<file path="config.mk">
export PLATFORM = sky130hd
export DESIGN_NAME = dma_xfer_addr_unit
export DESIGN_NICKNAME = d
export VERILOG_FILES = /design/src/rtl/dma_au_pkg.sv /design/src/rtl/dma_au_counter.sv /design/src/rtl/dma_au_memptr.sv /design/src/rtl/dma_xfer_addr_unit.sv
export SDC_FILE = /design/constraint.sdc
export NUM_CORES = 1
export LEC_CHECK = 0
export BUFFER_PORTS_ARGS = -buffer_cell sky130_fd_sc_hd__buf_2
export CAP_MARGIN = 15
export CORE_ASPECT_RATIO = 1.2
export CORE_MARGIN = 1
export CORE_UTILIZATION = 50
export DETAILED_ROUTE_END_ITERATION = 6
export GPL_TIMING_DRIVEN = 0
export PLACE_DENSITY = 0.74
export SLEW_MARGIN = 30
export SYNTH_ARGS = -nofsm -noshare
export SYNTH_HDL_FRONTEND = slang
export SYNTH_SLANG_ARGS = --single-unit
</file>
<file path="constraint.sdc">
create_clock -name clk -period 3.3 [get_ports clk]
set_input_delay 0.33 -clock clk [delete_from_list [all_inputs] [get_ports clk]]
set_output_delay 0.33 -clock clk [all_outputs]
set_load 0.005 [all_outputs]
</file>
<file path="src/rtl/dma_au_pkg.sv">
package dma_au_pkg;
    localparam int AU_ADDR_W = 24;
    localparam int AU_IO_W   = 16;
    localparam int AU_CNT_W  = 16;

    typedef enum logic [1:0] {
        ST_IDLE  = 2'd0,
        ST_ARMED = 2'd1,
        ST_BUSY  = 2'd2
    } au_state_e;

    typedef enum logic [1:0] {
        SEL_IO   = 2'd0,
        SEL_CNT  = 2'd1,
        SEL_MEM  = 2'd2,
        SEL_CTRL = 2'd3
    } au_sel_e;

    typedef enum logic [1:0] {
        STEP_HOLD  = 2'd0,
        STEP_UP    = 2'd1,
        STEP_DOWN  = 2'd2,
        STEP_HOLD3 = 2'd3
    } au_step_e;

    typedef struct packed {
        logic       wide;
        logic [1:0] step;
        logic       io_is_dst;
        logic       en;
    } au_ctrl_t;

    localparam int AU_CTRL_W = $bits(au_ctrl_t);
endpackage

</file>
<file path="src/rtl/dma_au_counter.sv">
module dma_au_counter #(
    parameter int CNT_W = 16
) (
    input  logic             clk,
    input  logic             rst_n,
    input  logic             load,
    input  logic [CNT_W-1:0] load_val,
    input  logic             dec,
    output logic [CNT_W-1:0] cnt,
    output logic             last
);
    localparam logic [CNT_W-1:0] ONE = CNT_W'(1);

    assign last = (cnt == ONE);

    // Not reset: the count is undefined until software loads it.
    always_ff @(posedge clk) begin
        if (load)
            cnt <= load_val;
        else if (dec)
            cnt <= cnt - ONE;
    end

    AST_CNT_STEP: assert property (@(posedge clk) disable iff (!rst_n)
        (dec && !load) |=> (cnt == $past(cnt) - ONE));
endmodule

</file>
<file path="src/rtl/dma_au_memptr.sv">
module dma_au_memptr #(
    parameter int ADDR_W = 24
) (
    input  logic              clk,
    input  logic              rst_n,
    input  logic              load,
    input  logic [ADDR_W-1:0] load_val,
    input  logic              step_en,
    input  logic [1:0]        step_mode,
    input  logic              wide,
    output logic [ADDR_W-1:0] addr
);
    import dma_au_pkg::*;

    logic [ADDR_W-1:0] mag;
    logic [ADDR_W-1:0] delta;

    assign mag = wide ? ADDR_W'(2) : ADDR_W'(1);

    always_comb begin
        unique case (au_step_e'(step_mode))
            STEP_UP:   delta = mag;
            STEP_DOWN: delta = ~mag + ADDR_W'(1);
            default:   delta = '0;
        endcase
    end

    always_ff @(posedge clk) begin
        if (load)
            addr <= load_val;
        else if (step_en)
            addr <= addr + delta;
    end

    AST_MEM_HOLD: assert property (@(posedge clk) disable iff (!rst_n)
        (!load && !step_en) |=> $stable(addr));
endmodule

</file>
<file path="src/rtl/dma_xfer_addr_unit.sv">
module dma_xfer_addr_unit #(
    parameter int ADDR_W = dma_au_pkg::AU_ADDR_W,
    parameter int IO_W   = dma_au_pkg::AU_IO_W,
    parameter int CNT_W  = dma_au_pkg::AU_CNT_W
) (
    input  logic              clk,
    input  logic              rst_n,
    input  logic              wr_en,
    input  logic [1:0]        wr_sel,
    input  logic [ADDR_W-1:0] wr_data,
    input  logic [1:0]        rd_sel,
    output logic [ADDR_W-1:0] rd_data,
    input  logic              xfer_req,
    input  logic              xfer_done,
    output logic              xfer_go,
    output logic [ADDR_W-1:0] src_addr,
    output logic [ADDR_W-1:0] dst_addr,
    output logic              chan_en,
    output logic              end_irq
);
    import dma_au_pkg::*;

    localparam int FILL_W = ADDR_W - IO_W;

    au_state_e         state_q, state_d;
    au_ctrl_t          ctrl_q;
    logic [IO_W-1:0]   io_q;
    logic [CNT_W-1:0]  cnt;
    logic [ADDR_W-1:0] mem_addr;
    logic [ADDR_W-1:0] io_full;
    logic              cnt_last;
    logic              io_wr, cnt_wr, mem_wr, ctrl_wr;
    logic              done_acc, fin, en_next;

    assign io_wr   = wr_en && (au_sel_e'(wr_sel) == SEL_IO);
    assign cnt_wr  = wr_en && (au_sel_e'(wr_sel) == SEL_CNT);
    assign mem_wr  = wr_en && (au_sel_e'(wr_sel) == SEL_MEM);
    assign ctrl_wr = wr_en && (au_sel_e'(wr_sel) == SEL_CTRL);

    // State register
    always_ff @(posedge clk) begin
        if (!rst_n)
            state_q <= ST_IDLE;
        else
            state_q <= state_d;
    end

    // Outputs of the state machine
    always_comb begin
        xfer_go  = (state_q == ST_ARMED) && ctrl_q.en && xfer_req;
        done_acc = (state_q == ST_BUSY) && xfer_done;
        fin      = done_acc && cnt_last;
        en_next  = ctrl_wr ? wr_data[0] : (fin ? 1'b0 : ctrl_q.en);
    end

    // Next state
    always_comb begin
        state_d = state_q;
        unique case (state_q)
            ST_IDLE:  if (ctrl_q.en) state_d = ST_ARMED;
            ST_ARMED: begin
                if (!ctrl_q.en)    state_d = ST_IDLE;
                else if (xfer_req) state_d = ST_BUSY;
            end
            ST_BUSY:  if (xfer_done) state_d = en_next ? ST_ARMED : ST_IDLE;
            default:  state_d = ST_IDLE;
        endcase
    end

    always_ff @(posedge clk) begin
        if (!rst_n) begin
            ctrl_q  <= '0;
            end_irq <= 1'b0;
        end else begin
            end_irq <= fin;
            if (ctrl_wr)
                ctrl_q <= au_ctrl_t'(wr_data[AU_CTRL_W-1:0]);
            else if (fin)
                ctrl_q.en <= 1'b0;
        end
    end

    // Peripheral address: never reset, never stepped.
    always_ff @(posedge clk) begin
        if (io_wr)
            io_q <= wr_data[IO_W-1:0];
    end

    dma_au_counter #(.CNT_W(CNT_W)) u_cnt (
        .clk      (clk),
        .rst_n    (rst_n),
        .load     (cnt_wr),
        .load_val (wr_data[CNT_W-1:0]),
        .dec      (done_acc),
        .cnt      (cnt),
        .last     (cnt_last)
    );

    dma_au_memptr #(.ADDR_W(ADDR_W)) u_mem (
        .clk       (clk),
        .rst_n     (rst_n),
        .load      (mem_wr),
        .load_val  (wr_data),
        .step_en   (done_acc),
        .step_mode (ctrl_q.step),
        .wide      (ctrl_q.wide),
        .addr      (mem_addr)
    );

    assign io_full  = {{FILL_W{1'b1}}, io_q};
    assign src_addr = ctrl_q.io_is_dst ? mem_addr : io_full;
    assign dst_addr = ctrl_q.io_is_dst ? io_full  : mem_addr;
    assign chan_en  = ctrl_q.en;

    always_comb begin
        unique case (au_sel_e'(rd_sel))
            SEL_IO:   rd_data = io_full;
            SEL_CNT:  rd_data = {{(ADDR_W-CNT_W){1'b0}}, cnt};
            SEL_MEM:  rd_data = mem_addr;
            default:  rd_data = {{(ADDR_W-AU_CTRL_W){1'b0}}, ctrl_q};
        endcase
    end

    AST_GO_SINGLE: assert property (@(posedge clk) disable iff (!rst_n)
        xfer_go |=> !xfer_go);
    AST_IRQ_ONE_CYCLE: assert property (@(posedge clk) disable iff (!rst_n)
        end_irq |=> !end_irq);
    AST_END_CLEARS: assert property (@(posedge clk) disable iff (!rst_n)
        (end_irq && !$past(ctrl_wr)) |-> !chan_en);
endmodule

</file>
# [Yosys cells after proc, flatten, opt, wreduce, memory -nomap -nowiden]
# Cells that the tools add are included.
[word_totals] output_inout_bits=75 word_cells=57 latchBits=0 rom_bits=0 reg_bits=64 mem_count=0 mem_bits_rw=0
[op_classes] shifts=0 eq_ne=13 n_bitwise=1 mul=0 n_lt_le_gt_ge=0 n_reduce_logical=14 addsub=3 n_div=0 n_mux=17
[ops] operator="24-bit two-way mux" n=4
[ops] operator="24-bit one-hot mux with 3 select lines" n=1
[ops] operator="24-bit one-hot mux with 2 select lines" n=1
[ops] operator="16-bit two-way mux" n=2
[ops] operator="24-bit by 1-bit adder with 24-bit output, second input constant" n=1
[ops] operator="24-bit adder" n=1
[ops] operator="24-bit inverter" n=1
[ops] operator="16-bit by 1-bit equality test with 1-bit output, second input constant" n=1
[ops] operator="16-bit by 1-bit subtractor with 16-bit output, second input constant" n=1
[ops] operator="2-bit equality test, second input constant" n=5
[ops] operator="2-bit two-way mux" n=5
[ops] operator="2-bit by 1-bit equality test with 1-bit output, second input constant" n=4
[ops] operator="1-bit logical AND" n=8
[ops] operator="2-bit zero test" n=3
[ops] operator="2-bit one-hot mux with 3 select lines" n=1
[ops] operator="2-bit inequality test, second input constant" n=2
[ops] operator="2-bit nonzero test" n=2
[ops] operator="1-bit two-way mux" n=3
[ops] operator="3-bit inequality test, second input constant" n=1
[ops] operator="3-bit AND reduction" n=1

# [Longest topological paths before layout]
[logic_depth] ltp_word=8 ltp_mapped=13

# [Cells and area by module]
# A second synthesis with hierarchy kept.
[hier_totals] cells_unflattened=527 area_unflattened_um2=5098.6
[by_module_without_submodules] module="dma_au_memptr" seq_area_each_um2=720.7 instances=1 area_per_inst_um2=2368.5 cells_per_inst=266
[by_module_without_submodules] module="dma_xfer_addr_unit" seq_area_each_um2=640.6 instances=1 area_per_inst_um2=1757.9 cells_per_inst=166
[by_module_without_submodules] module="dma_au_counter" seq_area_each_um2=480.5 instances=1 area_per_inst_um2=972.2 cells_per_inst=95

# [Least setup slack after synthesis]
# Ideal clock, no wire load.
[synth_timing] path_kind="reg-to-reg" startpoint="register ctrl_q[2] (netlist name)" endpoint="register u_mem.addr[14], data pin" t_arrival_ps=2643 path_stages_with_launch=13 path_buffers=0 setup_time_ps=258 synth_period_minus_slack_ps=2901 slack_ps=399 required_ps=3042 path_cell_list="dfxtp_1 -> inv_1 -> ha_1 -> nor3_1 -> ha_1 -> inv_1 -> fa_1 -> nand2b_1 -> a211oi_1 -> nor2_1 -> o31ai_4 -> xnor2_1 -> a21oi_1"
[synth_via] elab_chain_cells=5 word_cells_on_any_way=6 cone_classes="add/sub (1); eq/ne (2); mux (3)"
[synth_lines] element="start: declaration" line="dma_xfer_addr_unit.sv:26" text="au_ctrl_t ctrl_q;"
[synth_lines] element="start signal: assignment" line="dma_xfer_addr_unit.sv:77" text="ctrl_q <= au_ctrl_t'(wr_data[AU_CTRL_W-1:0]);"
[synth_lines] element="2-bit equality test or 2-bit by 1-bit equality test with 1-bit output (tied branches)" line="dma_au_memptr.sv:21" text="unique case (au_step_e'(step_mode))"
[synth_lines] element="24-bit one-hot mux with 2 select lines (*)" line="dma_au_memptr.sv:21"
[synth_lines] element="24-bit adder (*)" line="dma_au_memptr.sv:32" text="addr <= addr + delta;"
[synth_lines] element="24-bit two-way mux (*)" line="dma_au_memptr.sv:31" text="else if (step_en)"
[synth_lines] element="24-bit two-way mux (*)" line="dma_au_memptr.sv:29" text="if (load)"
[synth_lines] element="end signal: assignment" line="dma_au_memptr.sv:30" text="addr <= load_val;"
[synth_lines] element="end signal: assignment" line="dma_au_memptr.sv:32"
[synth_lines] element="end: declaration" line="dma_au_memptr.sv:11" text="output logic [ADDR_W-1:0] addr"
# Every way passes the cells marked *; elsewhere a longest branch is shown, timed or not. The select of a mux whose other input is x is not followed.
# A chain may end at the register's enable or synchronous reset.

# [Worst setup path after layout]
# Ends and elaborated chain as after synthesis.

==> impl_metrics.ini <==
[die]
chipWidth_microns = 94.0
die_h_microns = 112
design.die.area_sq_um = 10600
initial_utilization_pct = 52.3
core_area_sq_um = 9710
num_io_pins = 108
row_count = 39

[detailed_routing]
wl_per_instance_microns = 18.4
drtAntennaViolNets = 0
drc = 0
drt_wl_total_microns = 14600
initialDrtViolationCount = 255
vias = 4717
post_drt_via_cell_ratio = 5.95
detailedRoute.firstPassIterationCount = 5

[timing]
max_freq_mhz = 319
fin_crit_period_ps = 3140
hold_viol = 0
fin_skew_ps = 4.97
final_max_slew_viol_count = 0
worst_slew_pin_slew_ps = 750
finalSetupViolations = 0
timing.slew.headroom_pct = 50.0
timing.hold.ws_ps = 215
period_share_pct = 95.1
setup_repair_after_global_routing_missed_its_margin = false

[synthesis]
synth_simple_gate_area_share_pct = 17.2
synth.area.mux_share_pct = 12.6
synth_compound_gate_area_share_pct = 16.5
post_synth_main_area_contributors = sky130_fd_sc_hd__edfxtp_1, sky130_fd_sc_hd__ha_1, sky130_fd_sc_hd__mux2_2
synth-warning-count = 0
dominantRegCellSynth = sky130_fd_sc_hd__edfxtp_1
adder_cell_area_share_of_the_yosys_netlist_pct = 7.29
combinational_family_with_the_most_area_after_synthesis = simple AND/OR/NAND/NOR gates
postSynthAreaPerCell_sq_um = 9.30
post_synth_inst_count = 546
synth_xor_xnor_area_share_pct = 4.83
post_synthesis_register_bit_count = 64
post_synthesis_cell_type_with_the_largest_combined_area = sky130_fd_sc_hd__edfxtp_1
synthDistinctLibCells = 57
ys_seq_area_share_pct = 36.3
synth.cell_area_sq_um = 5080
syn-num-nets = 608
synth_largest_type_area_fraction_pct = 33.1
synth-async-reset-ratio_pct = 0
synth-edff-count = 56

[power_and_ir_drop]
total_power_divided_by_cell_area_nw_per_um2 = 364
power.total_mw = 2.21
vdd_ir_drop_max_mv = 0.321
static-leakage-power_nw = 2.49

[final_layout]
layout.cells.most_common = sky130_fd_sc_hd__buf_2
proportion_of_layout_cells_with_a_drive_suffix_above_1_pct = 28.2
syn2layout_area_growth_pct = 19.5
finalNonFillerCells = 793
mostFrequentLayoutCells = sky130_fd_sc_hd__buf_2, sky130_fd_sc_hd__a21oi_1, sky130_fd_sc_hd__edfxtp_1, sky130_fd_sc_hd__nand2_1, sky130_fd_sc_hd__nor2_1
antenna_cells_inserted = 0
num-fill-cells = 854
finish.net_count = 727

[place]
placer_congestion_estimate = 0.892
place.detailed.hpwl_microns = 11300
dp_cells = 776
portBuffers = 105

[critical_path]
reg2reg_slack_ps = 160
path_common_cell = sky130_fd_sc_hd__inv_1
crit_path_max_incr_delay_ps = 390
critPathRequiredTime_ps = 3380
critPathCaptureType = flop
path_class = reg -> reg
start_kind = flop
cp.arrival_ps = 3220
critical_path.max_fanout = 5
r2r_cells = 12
cpMaxStageDelayCell = sky130_fd_sc_hd__fa_1
crit_path_cell_trace = inv_1, ha_1, nor3_2, ha_2, inv_1, fa_1, nand2b_2, a211oi_4, nor2_1, o31ai_4, xnor2_1, a21oi_1

[global_routing]
grt_pass1_vias = 4610
grt_overflow_total = 0
maximum_number_of_pins_on_one_net_before_global_route_repair = 25
global_route.usage.total_pct = 28.9
antenna_found_initial = 0
grt_first_pass_wirelength_microns = 23200

[clocking]
tritoncts_clock_tree = done
cts-buffers-inserted = 9
path_clk_slew_ps = 50
clock_tree.root_cell = sky130_fd_sc_hd__clkbuf_16
clk_latency_ps = 330
clkSinkCount = 64
cts_max_level = 3
clock_path_buffers = 2

[outcome]
run_status = finished, final reports clean

[worst_hold_path]
worst_hold_path_stage_count = 1
hold_path_class = in -> reg

[run]
max-cap-violations = 0
-- repair_timing --
action / CTS / global route
buffers inserted: 0 / 1
hold buffers: 0 / 0
pin swaps: 0 / 2
setup endpoints to repair: 3 / 5
resized for setup: 2 / 4
-- critical path, delay by kind of cell, from the launching register on --
family	cells	cell delay, ps
and+or+nand+nor	3	560
buffers and inverters	2	130
AOI/OAI and AO/OA	3	710
DFF	1	380
adders and majority gates	3	930
xor gates and xnor gates	1	180
-- cell type report --
| cell class | instances | area, sq um | share of cell area [%] |
|---|---|---|---|
| Timing Repair Buffer | 108 | 548 | 9.03 |
| Sequential cell | 64 | 1840 | 30.3 |
| Clock inverter | 4 | 21.3 | 0.350 |
| Multi-Input combinational cell | 431 | 3000 | 49.4 |
| Buffer | 29 | 188 | 3.09 |
| Tap cell | 123 | 154 | 2.53 |
| Inverter | 22 | 82.6 | 1.36 |
| Clock buffer | 12 | 236 | 3.89 |
-- state kept, by name, indices dropped and copies added, names as in the netlist --
signal      count
ctrl_q          4
u_cnt.cnt      16
state_q         2
end_irq         1
u_mem.addr     24
io_q           16
chan_en         1
-- per-stage QoR --
stage	util, %	instance area (sq um)	setup slack (ps)	TNS [ps]
floorplan	-	5080	399	0
global placement	59.3	5760	13.0	0
detailed placement	59.5	5780	-36.0	-60.7
CTS	62.3	6050	106	0
global route	62.5	6070	13.3	0
finish	62.5	6070	163	0
-- Yosys cell counts (3+ instances only) --
cell                       count
sky130_fd_sc_hd__clkbuf_8      3
sky130_fd_sc_hd__xor2_1       10
sky130_fd_sc_hd__mux2_2       31
sky130_fd_sc_hd__nor2b_1       9
sky130_fd_sc_hd__buf_2         4
sky130_fd_sc_hd__o21a_1        6
sky130_fd_sc_hd__o21bai_1      4
sky130_fd_sc_hd__inv_1        22
sky130_fd_sc_hd__ha_1         28
sky130_fd_sc_hd__mux4_2        5
sky130_fd_sc_hd__and2_1        3
sky130_fd_sc_hd__dfxtp_1       8
sky130_fd_sc_hd__a211o_1       3
sky130_fd_sc_hd__o211ai_1      3
sky130_fd_sc_hd__nor3b_1       4
sky130_fd_sc_hd__nor4_1        6
sky130_fd_sc_hd__nor3_1       13
sky130_fd_sc_hd__a21o_1        5
sky130_fd_sc_hd__nand4_1       7
sky130_fd_sc_hd__or2_2        10
sky130_fd_sc_hd__a31oi_1       3
sky130_fd_sc_hd__buf_1         3
sky130_fd_sc_hd__edfxtp_1     56
sky130_fd_sc_hd__a21oi_1      61
sky130_fd_sc_hd__nor2_1       49
sky130_fd_sc_hd__mux2i_1      18
sky130_fd_sc_hd__xnor2_1      18
sky130_fd_sc_hd__clkbuf_1     15
sky130_fd_sc_hd__a211oi_1     11
sky130_fd_sc_hd__nand2b_1      3
sky130_fd_sc_hd__o21ai_0      33
sky130_fd_sc_hd__nand3_1       6
sky130_fd_sc_hd__nand2_1      56
-- logic make-up after synthesis --
| group | count (synthesis) |
|---|---|
| multiplexers | 54 |
| buffers and inverters | 51 |
| AO/OA/AOI/OAI | 140 |
| XOR/XNOR | 28 |
| AND/OR/NAND/NOR | 180 |
| flip-flops | 64 |
| adder cells (fa/ha/maj) | 29 |
-- metal layers --
layer	routed length (microns)	track usage [%]	vias up
li1	-	-	2240
met1	5900	34.5	2240
met2	7280	50.0	192
met3	873	5.49	45
met4	560	13.0	0
met5	0	0	-
-- final timing paths --
kind	from	endpoint
setup reg to reg	ctrl_q[2]	u_mem.addr[14]
hold / removal	wr_data[15]	io_q[15]
setup / recovery	ctrl_q[2]	u_mem.addr[14]
hold reg to reg	ctrl_q[2]	ctrl_q[2]
-- power by group --
part	switching, mW	internal [mW]
Combinational	0.222	0.182
Clock	0.353	0.504
Sequential	0.0299	0.921
Total	0.605	1.61
Power figures use the tool's default switching activity.
